--- src/rtl/vpw_brk_pkg.sv ---
package vpw_brk_pkg;
  localparam logic PIN_DOMINANT = 1'b1;

  function automatic int unsigned brk_len(input int unsigned tv5, input int unsigned mult,
                                          input bit quad);
    return quad ? tv5 * mult : tv5;
  endfunction
endpackage

--- src/rtl/brk_mode_latch.sv ---
module brk_mode_latch #(
  parameter int unsigned TV5_TICKS = 300,
  parameter int unsigned MULT      = 4,
  localparam int unsigned LIM_W    = $clog2(MULT * TV5_TICKS + 1)
) (
  input  logic             clk_i,
  input  logic             rst_ni,
  input  logic             start_i,
  input  logic             quad_i,
  output logic [LIM_W-1:0] limit_o
);
  import vpw_brk_pkg::*;

  localparam logic [LIM_W-1:0] LIM_NORM = LIM_W'(brk_len(TV5_TICKS, MULT, 1'b0));
  localparam logic [LIM_W-1:0] LIM_QUAD = LIM_W'(brk_len(TV5_TICKS, MULT, 1'b1));

  logic quad_q;

  always_ff @(posedge clk_i or negedge rst_ni) begin
    if (!rst_ni)      quad_q <= 1'b0;
    else if (start_i) quad_q <= quad_i;
  end

  assign limit_o = quad_q ? LIM_QUAD : LIM_NORM;

  // mode only moves at a strobe
  p_mode_hold_r5: assert property (@(posedge clk_i) disable iff (!rst_ni)
    !start_i |=> $stable(quad_q));
endmodule

--- src/rtl/brk_timer.sv ---
module brk_timer #(
  parameter int unsigned TV5_TICKS = 300,
  parameter int unsigned MULT      = 4,
  localparam int unsigned LIM_W    = $clog2(MULT * TV5_TICKS + 1)
) (
  input  logic             clk_i,
  input  logic             rst_ni,
  input  logic             req_i,
  input  logic             en_i,
  input  logic             tick_i,
  input  logic [LIM_W-1:0] limit_i,
  output logic             active_o
);
  localparam logic [LIM_W-1:0] ONE = LIM_W'(1);

  logic             active_q;
  logic [LIM_W-1:0] cnt_q;
  logic             last_tick;

  assign last_tick = tick_i && (cnt_q == limit_i - ONE);

  always_ff @(posedge clk_i or negedge rst_ni) begin
    if (!rst_ni) begin
      active_q <= 1'b0;
      cnt_q    <= '0;
    end else if (!en_i) begin
      active_q <= 1'b0;
      cnt_q    <= '0;
    end else if (req_i) begin
      active_q <= 1'b1;   // restart on any strobe
      cnt_q    <= '0;
    end else if (active_q && tick_i) begin
      if (last_tick) begin
        active_q <= 1'b0;
        cnt_q    <= '0;
      end else begin
        cnt_q    <= cnt_q + ONE;
      end
    end
  end

  assign active_o = active_q;

  p_start_r2: assert property (@(posedge clk_i) disable iff (!rst_ni)
    (req_i && en_i) |=> active_q);
  p_abort_r7: assert property (@(posedge clk_i) disable iff (!rst_ni)
    !en_i |=> !active_q);
  p_restart_r8: assert property (@(posedge clk_i) disable iff (!rst_ni)
    (active_q && req_i && en_i) |=> (cnt_q == '0));
  p_cnt_bound_r4: assert property (@(posedge clk_i) disable iff (!rst_ni)
    active_q |-> (cnt_q < limit_i));
  p_no_tick_hold_r9: assert property (@(posedge clk_i) disable iff (!rst_ni)
    (active_q && en_i && !req_i && !tick_i) |=> (active_q && $stable(cnt_q)));
endmodule

--- src/rtl/brk_pin_mux.sv ---
module brk_pin_mux (
  input  logic brk_i,
  input  logic tx_data_i,
  output logic pin_o,
  output logic override_o
);
  import vpw_brk_pkg::*;

  assign pin_o      = brk_i ? PIN_DOMINANT : tx_data_i;
  assign override_o = brk_i;
endmodule

--- src/rtl/vpw_break_gen.sv ---
module vpw_break_gen #(
  parameter int unsigned TV5_TICKS = 300,
  parameter int unsigned MULT      = 4
) (
  input  logic clk_i,
  input  logic rst_ni,
  input  logic brk_req_i,
  input  logic enable_i,
  input  logic quad_mode_i,
  input  logic tick_i,
  input  logic tx_data_i,
  output logic tx_pin_o,
  output logic brk_active_o,
  output logic tx_override_o
);
  import vpw_brk_pkg::*;

  localparam int unsigned LIM_W = $clog2(MULT * TV5_TICKS + 1);

  logic             start;
  logic [LIM_W-1:0] limit;
  logic             active;

  assign start = brk_req_i && enable_i;

  brk_mode_latch #(.TV5_TICKS(TV5_TICKS), .MULT(MULT)) u_mode (
    .clk_i   (clk_i),
    .rst_ni  (rst_ni),
    .start_i (start),
    .quad_i  (quad_mode_i),
    .limit_o (limit)
  );

  brk_timer #(.TV5_TICKS(TV5_TICKS), .MULT(MULT)) u_timer (
    .clk_i    (clk_i),
    .rst_ni   (rst_ni),
    .req_i    (brk_req_i),
    .en_i     (enable_i),
    .tick_i   (tick_i),
    .limit_i  (limit),
    .active_o (active)
  );

  brk_pin_mux u_mux (
    .brk_i      (active),
    .tx_data_i  (tx_data_i),
    .pin_o      (tx_pin_o),
    .override_o (tx_override_o)
  );

  assign brk_active_o = active;

  p_pin_dom_r3: assert property (@(posedge clk_i) disable iff (!rst_ni)
    brk_active_o |-> (tx_pin_o == PIN_DOMINANT && tx_override_o));
  p_end_release_r6: assert property (@(posedge clk_i) disable iff (!rst_ni)
    $fell(brk_active_o) |-> (!tx_override_o && tx_pin_o == tx_data_i));
  p_strobe_to_pin_r2: assert property (@(posedge clk_i) disable iff (!rst_ni)
    start |=> (tx_pin_o == PIN_DOMINANT));
endmodule

--- config.mk ---
export PLATFORM = sky130hd
export DESIGN_NAME = vpw_break_gen
export DESIGN_NICKNAME = d
export VERILOG_FILES = /design/src/rtl/vpw_brk_pkg.sv /design/src/rtl/brk_mode_latch.sv /design/src/rtl/brk_timer.sv /design/src/rtl/brk_pin_mux.sv /design/src/rtl/vpw_break_gen.sv
export SDC_FILE = /design/constraint.sdc
export NUM_CORES = 1
export LEC_CHECK = 0
export BUFFER_PORTS_ARGS = -buffer_cell sky130_fd_sc_hd__buf_2
export CAP_MARGIN = 20
export CORE_MARGIN = 8
export CORE_UTILIZATION = 36
export DETAILED_ROUTE_END_ITERATION = 16
export PLACE_DENSITY = 0.61
export SETUP_SLACK_MARGIN = 0.3
export SLEW_MARGIN = 30
export SYNTH_ARGS = -nofsm -noshare
export SYNTH_HDL_FRONTEND = slang
export SYNTH_SLANG_ARGS = --single-unit
--- constraint.sdc ---
create_clock -name clk_i -period 4.1 [get_ports clk_i]
set_input_delay 1.23 -clock clk_i [delete_from_list [all_inputs] [get_ports clk_i]]
set_output_delay 1.23 -clock clk_i [all_outputs]
set_load 0.005 [all_outputs]
Word-level counts from Yosys, hierarchy flattened
Cells that the tools add are included.
{"block": "totals", "in_bits": 7, "reg_bits": 13, "word_cells": 22, "out_inout_bits": 3}
{"block": "op_classes", "n_reduce_logical": 4, "n_addsub": 2, "n_eq_ne": 3, "mux": 10}
{"cell": "11-bit 2-to-1 mux", "n": 5}
{"cell": "11-bit by 1-bit adder with 11-bit output, second input constant", "n": 1}
{"cell": "11-bit equality test", "n": 1}
{"cell": "11-bit by 1-bit subtractor with 11-bit output, second input constant", "n": 1}
{"cell": "3-bit by 2-bit inequality test with 1-bit output, second input constant", "n": 2}
{"cell": "1-bit 2-to-1 mux", "n": 5}
{"cell": "1-bit logical AND", "n": 3}
{"cell": "2-bit AND reduction", "n": 1}

Logic depth before layout (Yosys ltp)
Gate-level depths: netlist of run 1.
{"block": "depth", "word_depth": 8, "ltp_mapped": 5, "mapped_depth_nobuf": 5}

Hierarchy
Synthesis of run 1 repeated with hierarchy kept, for this count alone.
{"block": "hier_totals", "cells_unflattened": 172, "hier_area_um2": 1317.5}
{"module": "brk_timer", "cells_each": 154, "seq_area_each_um2": 300.3, "instances": 1, "area_per_inst_um2": 1171.1}
{"module": "brk_mode_latch", "cells_each": 15, "seq_area_each_um2": 25.0, "instances": 1, "area_per_inst_um2": 126.4}
{"module": "brk_pin_mux", "cells_each": 2, "seq_area_each_um2": 0.0, "instances": 1, "area_per_inst_um2": 13.8}
{"module": "vpw_break_gen", "cells_each": 1, "seq_area_each_um2": 0.0, "instances": 1, "area_per_inst_um2": 6.3}

Worst setup path before layout of run 1
No wires, ideal clock.
{"block": "synth_path", "kind": "input -> output", "start": "input tx_data_i", "end": "output tx_pin_o", "path_buffers": 0, "stages": 1, "arrival_ps": 1497, "required_time_ps": 2870, "setup_slack_ps": 1373, "cell_sequence": "or2_2"}
{"block": "synth_via", "elab_chain_cells": 1}
{"item": "start: declaration", "line_no": "vpw_break_gen.sv:11", "rtl": "input logic tx_data_i,"}
{"item": "1-bit 2-to-1 mux", "line_no": "brk_pin_mux.sv:9", "rtl": "assign pin_o = brk_i ? PIN_DOMINANT : tx_data_i;"}
{"item": "end: declaration", "line_no": "vpw_break_gen.sv:12", "rtl": "output logic tx_pin_o,"}
No other way between the ends.

Worst setup path after layout of run 1
Same ends and word-level chain as after synthesis.

==> results.ini, run 1 <==
[run_status]
status=finished clean

[worst_setup_path]
worst_path_dominant_cell_family=simple AND/OR/NAND/NOR gates
crit_arrival_ns=1.70
critPathKind=primary input to output port
crit_top_cell=buf_2
slowest_delay_ns=0.25
slowest_stage=or2_2
path_cells=buf_2 -> or2_2 -> buf_2
cp_max_fo=1
endpoint_kind=output port
crit_required_ns=2.87
critPathBufInv=2
startpoint_type=primary input

[power_and_ir_drop]
p_leak_nw=0.3438
power_density_nw_per_um2=264.5
switching_share=0.2557
pwr-share-seq=0.567
vdd_ir_drop_max_mv=0.1418
intPower_w=0.0001781
p_switching_w=0.00006118
power.share.combinational=0.096
pwr-share-clk=0.337
p_total_w=0.0002392

[timing]
fin_crit_sh=0.7151
fin_setup_tns_ns=0
timing.final.hold_violations=0
tightestPinTransition_ns=0.4291
maxSlewViolCount=0
finClkSkew_ns=0.001011
maxSlewHeadroom=0.7126
setup_viol=0
timing.final.crit_period_ns=2.932
rsz0062_at_grt=false
max_freq_mhz=341.1
fin_hold_ws_ns=0.5603

[synthesis]
syn_area_um2=817.0
synthFlopType=dfrtp_1
async_flop_share=1.000
seq_area_frac_synth=0.3982
syn_area_per_cell_um2=9.844
synth_cell_types=37
synth-edff-count=0
synth_warnings=0
ys_ff_latch=13
postSynthCellCount=83
synth_nets=91

[drt]
vias=673
drc=0
wl_per_cell_um=14.20
drtIter0Drc=18
drtPass1Iterations=4
detail_route.wirelength_um=1733
final_antenna_net_count=0
via_per_inst=5.516

[clock_tree]
worstSkewPairLatency_ns=0.27
postCtsHoldBufs=0
cts_buffers=3
h-tree-depth=1
post-cts-setup-buffers=0
clkTransAtPathRegs_ns=0.08
clock-sinks=13
clock_path_buffers=2
cts_root_buffer=clkbuf_4
tritoncts=yes
cts_resized=0

[placement]
dp_hpwl_um=1351
dp.cells=118
place_congestion=0.8065
io_buffer_count=9

[finish]
antenna_cells=0
nets=103
syn_to_final_growth_pct=10.72
drive_above_1_share=0.2660
fillers=232
stdcell_count=122

[die]
die_w_um=63.64
pin_count=10
coreArea_um2=2170
die_y_um=63.64
die_area_um2=4050
start_util=0.3766
num_rows=17

[grt]
antenna_found_initial=0
grt_pass1_vias=681
grt_max_degree=14
grt_pass1_wl_um=3077
grt_overflow=0
grtUsageTotal=0.09354

[worst_hold_path]
hold_class=flop to flop

[job]
maxCapViolCount=0

==> path summary, 6_finish.rpt <==
path	slack, ns	from	cells after the start	to
max in group asynchronous	3.05	rst_ni	1	u_timer.cnt_q[5]
worst min-delay path	0.56	u_timer.cnt_q[1]	2	u_timer.cnt_q[1]
worst max-delay path	1.17	tx_data_i	3	tx_pin_o
min in group asynchronous	0.83	rst_ni	1	u_timer.active_o
worst max register to register	2.45	u_timer.cnt_q[0]	5	u_timer.cnt_q[3]
worst min register to register	0.56	u_timer.cnt_q[1]	2	u_timer.cnt_q[1]
==> registers in the layout, indices dropped and copies added (netlist names) <==
signal / count
u_timer.active_o: 1
u_timer.cnt_q: 11
u_mode.quad_q: 1
==> synth_stat cells, drive strengths merged (3+ instances only) <==
cell type | instances | share of area
o211ai | 4 | 0.043
xnor2 | 3 | 0.032
a21oi | 6 | 0.037
o21ai | 5 | 0.035
dfrtp | 13 | 0.40
nand3 | 6 | 0.037
nand2 | 14 | 0.067
==> final cells by class <==
type	instances	area [µm²]	share of cell area
multi-input cells	66	465.4	0.5145
flip-flops and latches	13	325.3	0.3596
repair buffers	9	45.04	0.04979
well taps	28	35.03	0.03873
clock buffers	4	26.28	0.02905
inverters	2	7.507	0.008299
==> worst reg2reg max path: cells and delay by family (launching register included) <==
kind,cells,cell delay [ns]
compound gates,2,0.49
fa+ha+maj,1,0.21
flops,1,0.42
simple gates,2,0.41
==> power by group through the flow <==
stage / sequential (W) / clock [W] / combinational, W
global route: 0.000136 / 0.0000888 / 0.0000263
detailed placement: 0.000138 / 0 / 0.0000236
global placement: 0.000138 / 0 / 0.0000232
floorplan: 0.000137 / 0 / 0.0000141
CTS: 0.000136 / 0.0000836 / 0.0000236
finish: 0.000136 / 0.0000807 / 0.0000230
==> stage by stage <==
| stage | instance area (µm²) | setup WS (ns) | utilization |
|---|---|---|---|
| floorplan | 817.0 | 1.373 | - |
| global placement | 878.3 | 1.167 | 0.4048 |
| detailed placement | 878.3 | 1.165 | 0.4048 |
| CTS | 904.6 | 1.165 | 0.4170 |
| global route | 904.6 | 1.148 | 0.4170 |
| finish | 904.6 | 1.168 | 0.4170 |
==> cell families (layout without fill, tap and decap cells) <==
logic type | count (synthesis) | in the layout | share of synthesized area
buf+inv | 4 | 15 | 0.03217
mux | 2 | 2 | 0.04134
compound gates | 25 | 25 | 0.2343
xor+xnor | 3 | 3 | 0.03217
simple gates | 35 | 35 | 0.2466
flops | 13 | 13 | 0.3982
fa+ha+maj | 1 | 1 | 0.01531
==> metal layers <==
metal | share of wire | GRT usage
met5 | 0 | 0
met4 | 0.0098 | 0.05014
met1 | 0.48 | 0.1129
met3 | 0.023 | 0.01767
met2 | 0.49 | 0.1521
==> cells in the final DEF, fill, tap and decap left out <==
| cell type | count |
|---|---|
| o31ai_1 | 1 |
| xnor2_1 | 3 |
| nand2_1 | 13 |
| o311ai_1 | 1 |
| a22oi_1 | 1 |
| inv_1 | 2 |
| nor2_1 | 2 |
| or2_2 | 1 |
| a31o_2 | 1 |
| and4_1 | 1 |
| nor2b_2 | 1 |
| a2111oi_4 | 1 |
| buf_2 | 9 |
| clkbuf_1 | 1 |
| a21oi_1 | 6 |
| o21ai_1 | 1 |
| o211ai_1 | 3 |
| mux2i_4 | 1 |
| o211ai_2 | 1 |
| ha_1 | 1 |
| nor3_1 | 1 |
| o21ai_2 | 1 |
| and3_2 | 2 |
| o21ai_0 | 3 |
| and4b_1 | 1 |
| a21boi_0 | 1 |
| a211oi_1 | 2 |
| nand2_2 | 1 |
| or4_1 | 1 |
| and4b_4 | 1 |
| mux2_2 | 1 |
| clkbuf_4 | 3 |
| nand4_1 | 2 |
| o21a_1 | 2 |
| dfrtp_1 | 13 |
| nand2b_1 | 1 |
| nor4b_2 | 1 |
| nand3_1 | 6 |
(Power assumes the default switching activity.)
==> run 2: changes to the inputs <==
- PLACE_DENSITY: 0.61 -> 0.63
- clock period: 4.1 -> 2.6 ns (I/O delays scaled with it)
==> results.ini, run 2 (synthesized netlist as in run 1, its figures left out) <==
[timing]
tightestPinTransition_ns=0.4306
timing.final.hold_violations=0
rsz0062_at_grt=false
fin_hold_ws_ns=0.3739
maxSlewHeadroom=0.7117
timing.final.crit_period_ns=2.030
maxSlewViolCount=0
max_freq_mhz=492.7
finClkSkew_ns=0.0009984
fin_crit_sh=0.7807
fin_setup_tns_ns=0
setup_viol=0

[worst_setup_path]
slowest_delay_ns=0.25
crit_top_cell=buf_2
cp_max_fo=1
path_cells=buf_2 -> or2_2 -> buf_2
critPathKind=primary input to output port
worst_path_dominant_cell_family=simple AND/OR/NAND/NOR gates
endpoint_kind=output port
crit_arrival_ns=1.25
critPathBufInv=2
crit_required_ns=1.82
slowest_stage=or2_2
startpoint_type=primary input

[finish]
layout_common_cells=nand2_1 (13), dfrtp_1 (13), buf_2 (9)
fin_util=0.4170
design_area_um2=904.6
largest-register=u_timer.cnt_q
syn_to_final_growth_pct=10.72
multi_input_area_um2=465.4
fillers=233
drive_above_1_share=0.2660
largest_register_ffs=11
antenna_cells=0
seq_area_um2=325.3
nets=103

[clock_tree]
tritoncts=yes
cts_root_buffer=clkbuf_4
h-tree-depth=1
cts_buffers=3
worstSkewPairLatency_ns=0.28
clkTransAtPathRegs_ns=0.08
cts_resized=0
clock-sinks=13
postCtsHoldBufs=0
clock_path_buffers=2
post-cts-setup-buffers=0

[placement]
io_buffer_count=9
dpl_cell_area_um2=878.3
place_congestion=0.8210
dp_hpwl_um=1280

[drt]
drtPass1Iterations=4
drc=0
via_per_inst=5.582
final_antenna_net_count=0
detail_route.wirelength_um=1692
vias=681
drtIter0Drc=20
wl_per_cell_um=13.87

[power_and_ir_drop]
power_density_nw_per_um2=416.4
p_total_w=0.0003767
p_leak_nw=0.3438
vdd_ir_drop_max_mv=0.2092

[worst_hold_path]
hold_class=primary input to asynchronous set/reset pin

[job]
maxCapViolCount=0

[die]
start_util=0.3766
coreArea_um2=2170
num_rows=17
die_y_um=63.64
die_area_um2=4050
pin_count=10
die_w_um=63.64

[grt]
grt_pass1_wl_um=2925
grt_max_degree=14
grt_overflow=0
antenna_found_initial=0
grtUsageTotal=0.08733
grt_pass1_vias=653

[run_status]
status=finished clean

==> run 2: cell counts in the layout (fill, tap and decap cells not counted) <==
Identical to the previous run, type by type.
==> run 2: worst paths after layout <==
kind                       slack [ns]              from                 to  depth (start not counted)
hold reg to reg                  0.55  u_timer.cnt_q[0]   u_timer.cnt_q[0]                          1
hold / removal                   0.37            rst_ni      u_mode.quad_q                          1
max in group asynchronous        2.00            rst_ni  u_timer.cnt_q[10]                          1
setup / recovery                 0.57         tx_data_i           tx_pin_o                          3
min in group clk_i               0.55  u_timer.cnt_q[0]   u_timer.cnt_q[0]                          1
setup reg to reg                 0.96  u_timer.cnt_q[0]  u_timer.cnt_q[10]                          5
==> run 2: power by group <==
group          total [W]  switching, W  internal, W
Clock           0.000127     0.0000675    0.0000595
Sequential      0.000213    0.00000612     0.000207
Combinational  0.0000361     0.0000220    0.0000141
Total           0.000377     0.0000957     0.000281
==> run 2: routing by layer <==
layer | global-route usage | wire, µm
met3 | 0.02297 | 66
met2 | 0.1343 | 755
met4 | 0.05292 | 29
met5 | 0 | 0
met1 | 0.1056 | 840
==> run 2: layout make-up <==
class | count | area share
clock buffer | 4 | 0.02905
inverter | 2 | 0.008299
multi-input combinational | 66 | 0.5145
sequential | 13 | 0.3596
tap | 28 | 0.03873
timing repair buffer | 9 | 0.04979
==> run 2: metrics by stage <==
stage	worst slack [ns]	cells
3_5_place_dp	0.5662	118
3_3_place_gp	0.5654	118
6_report	0.5702	122
5_1_grt	0.5552	122
4_1_cts	0.5662	122
2_1_floorplan	0.7733	83
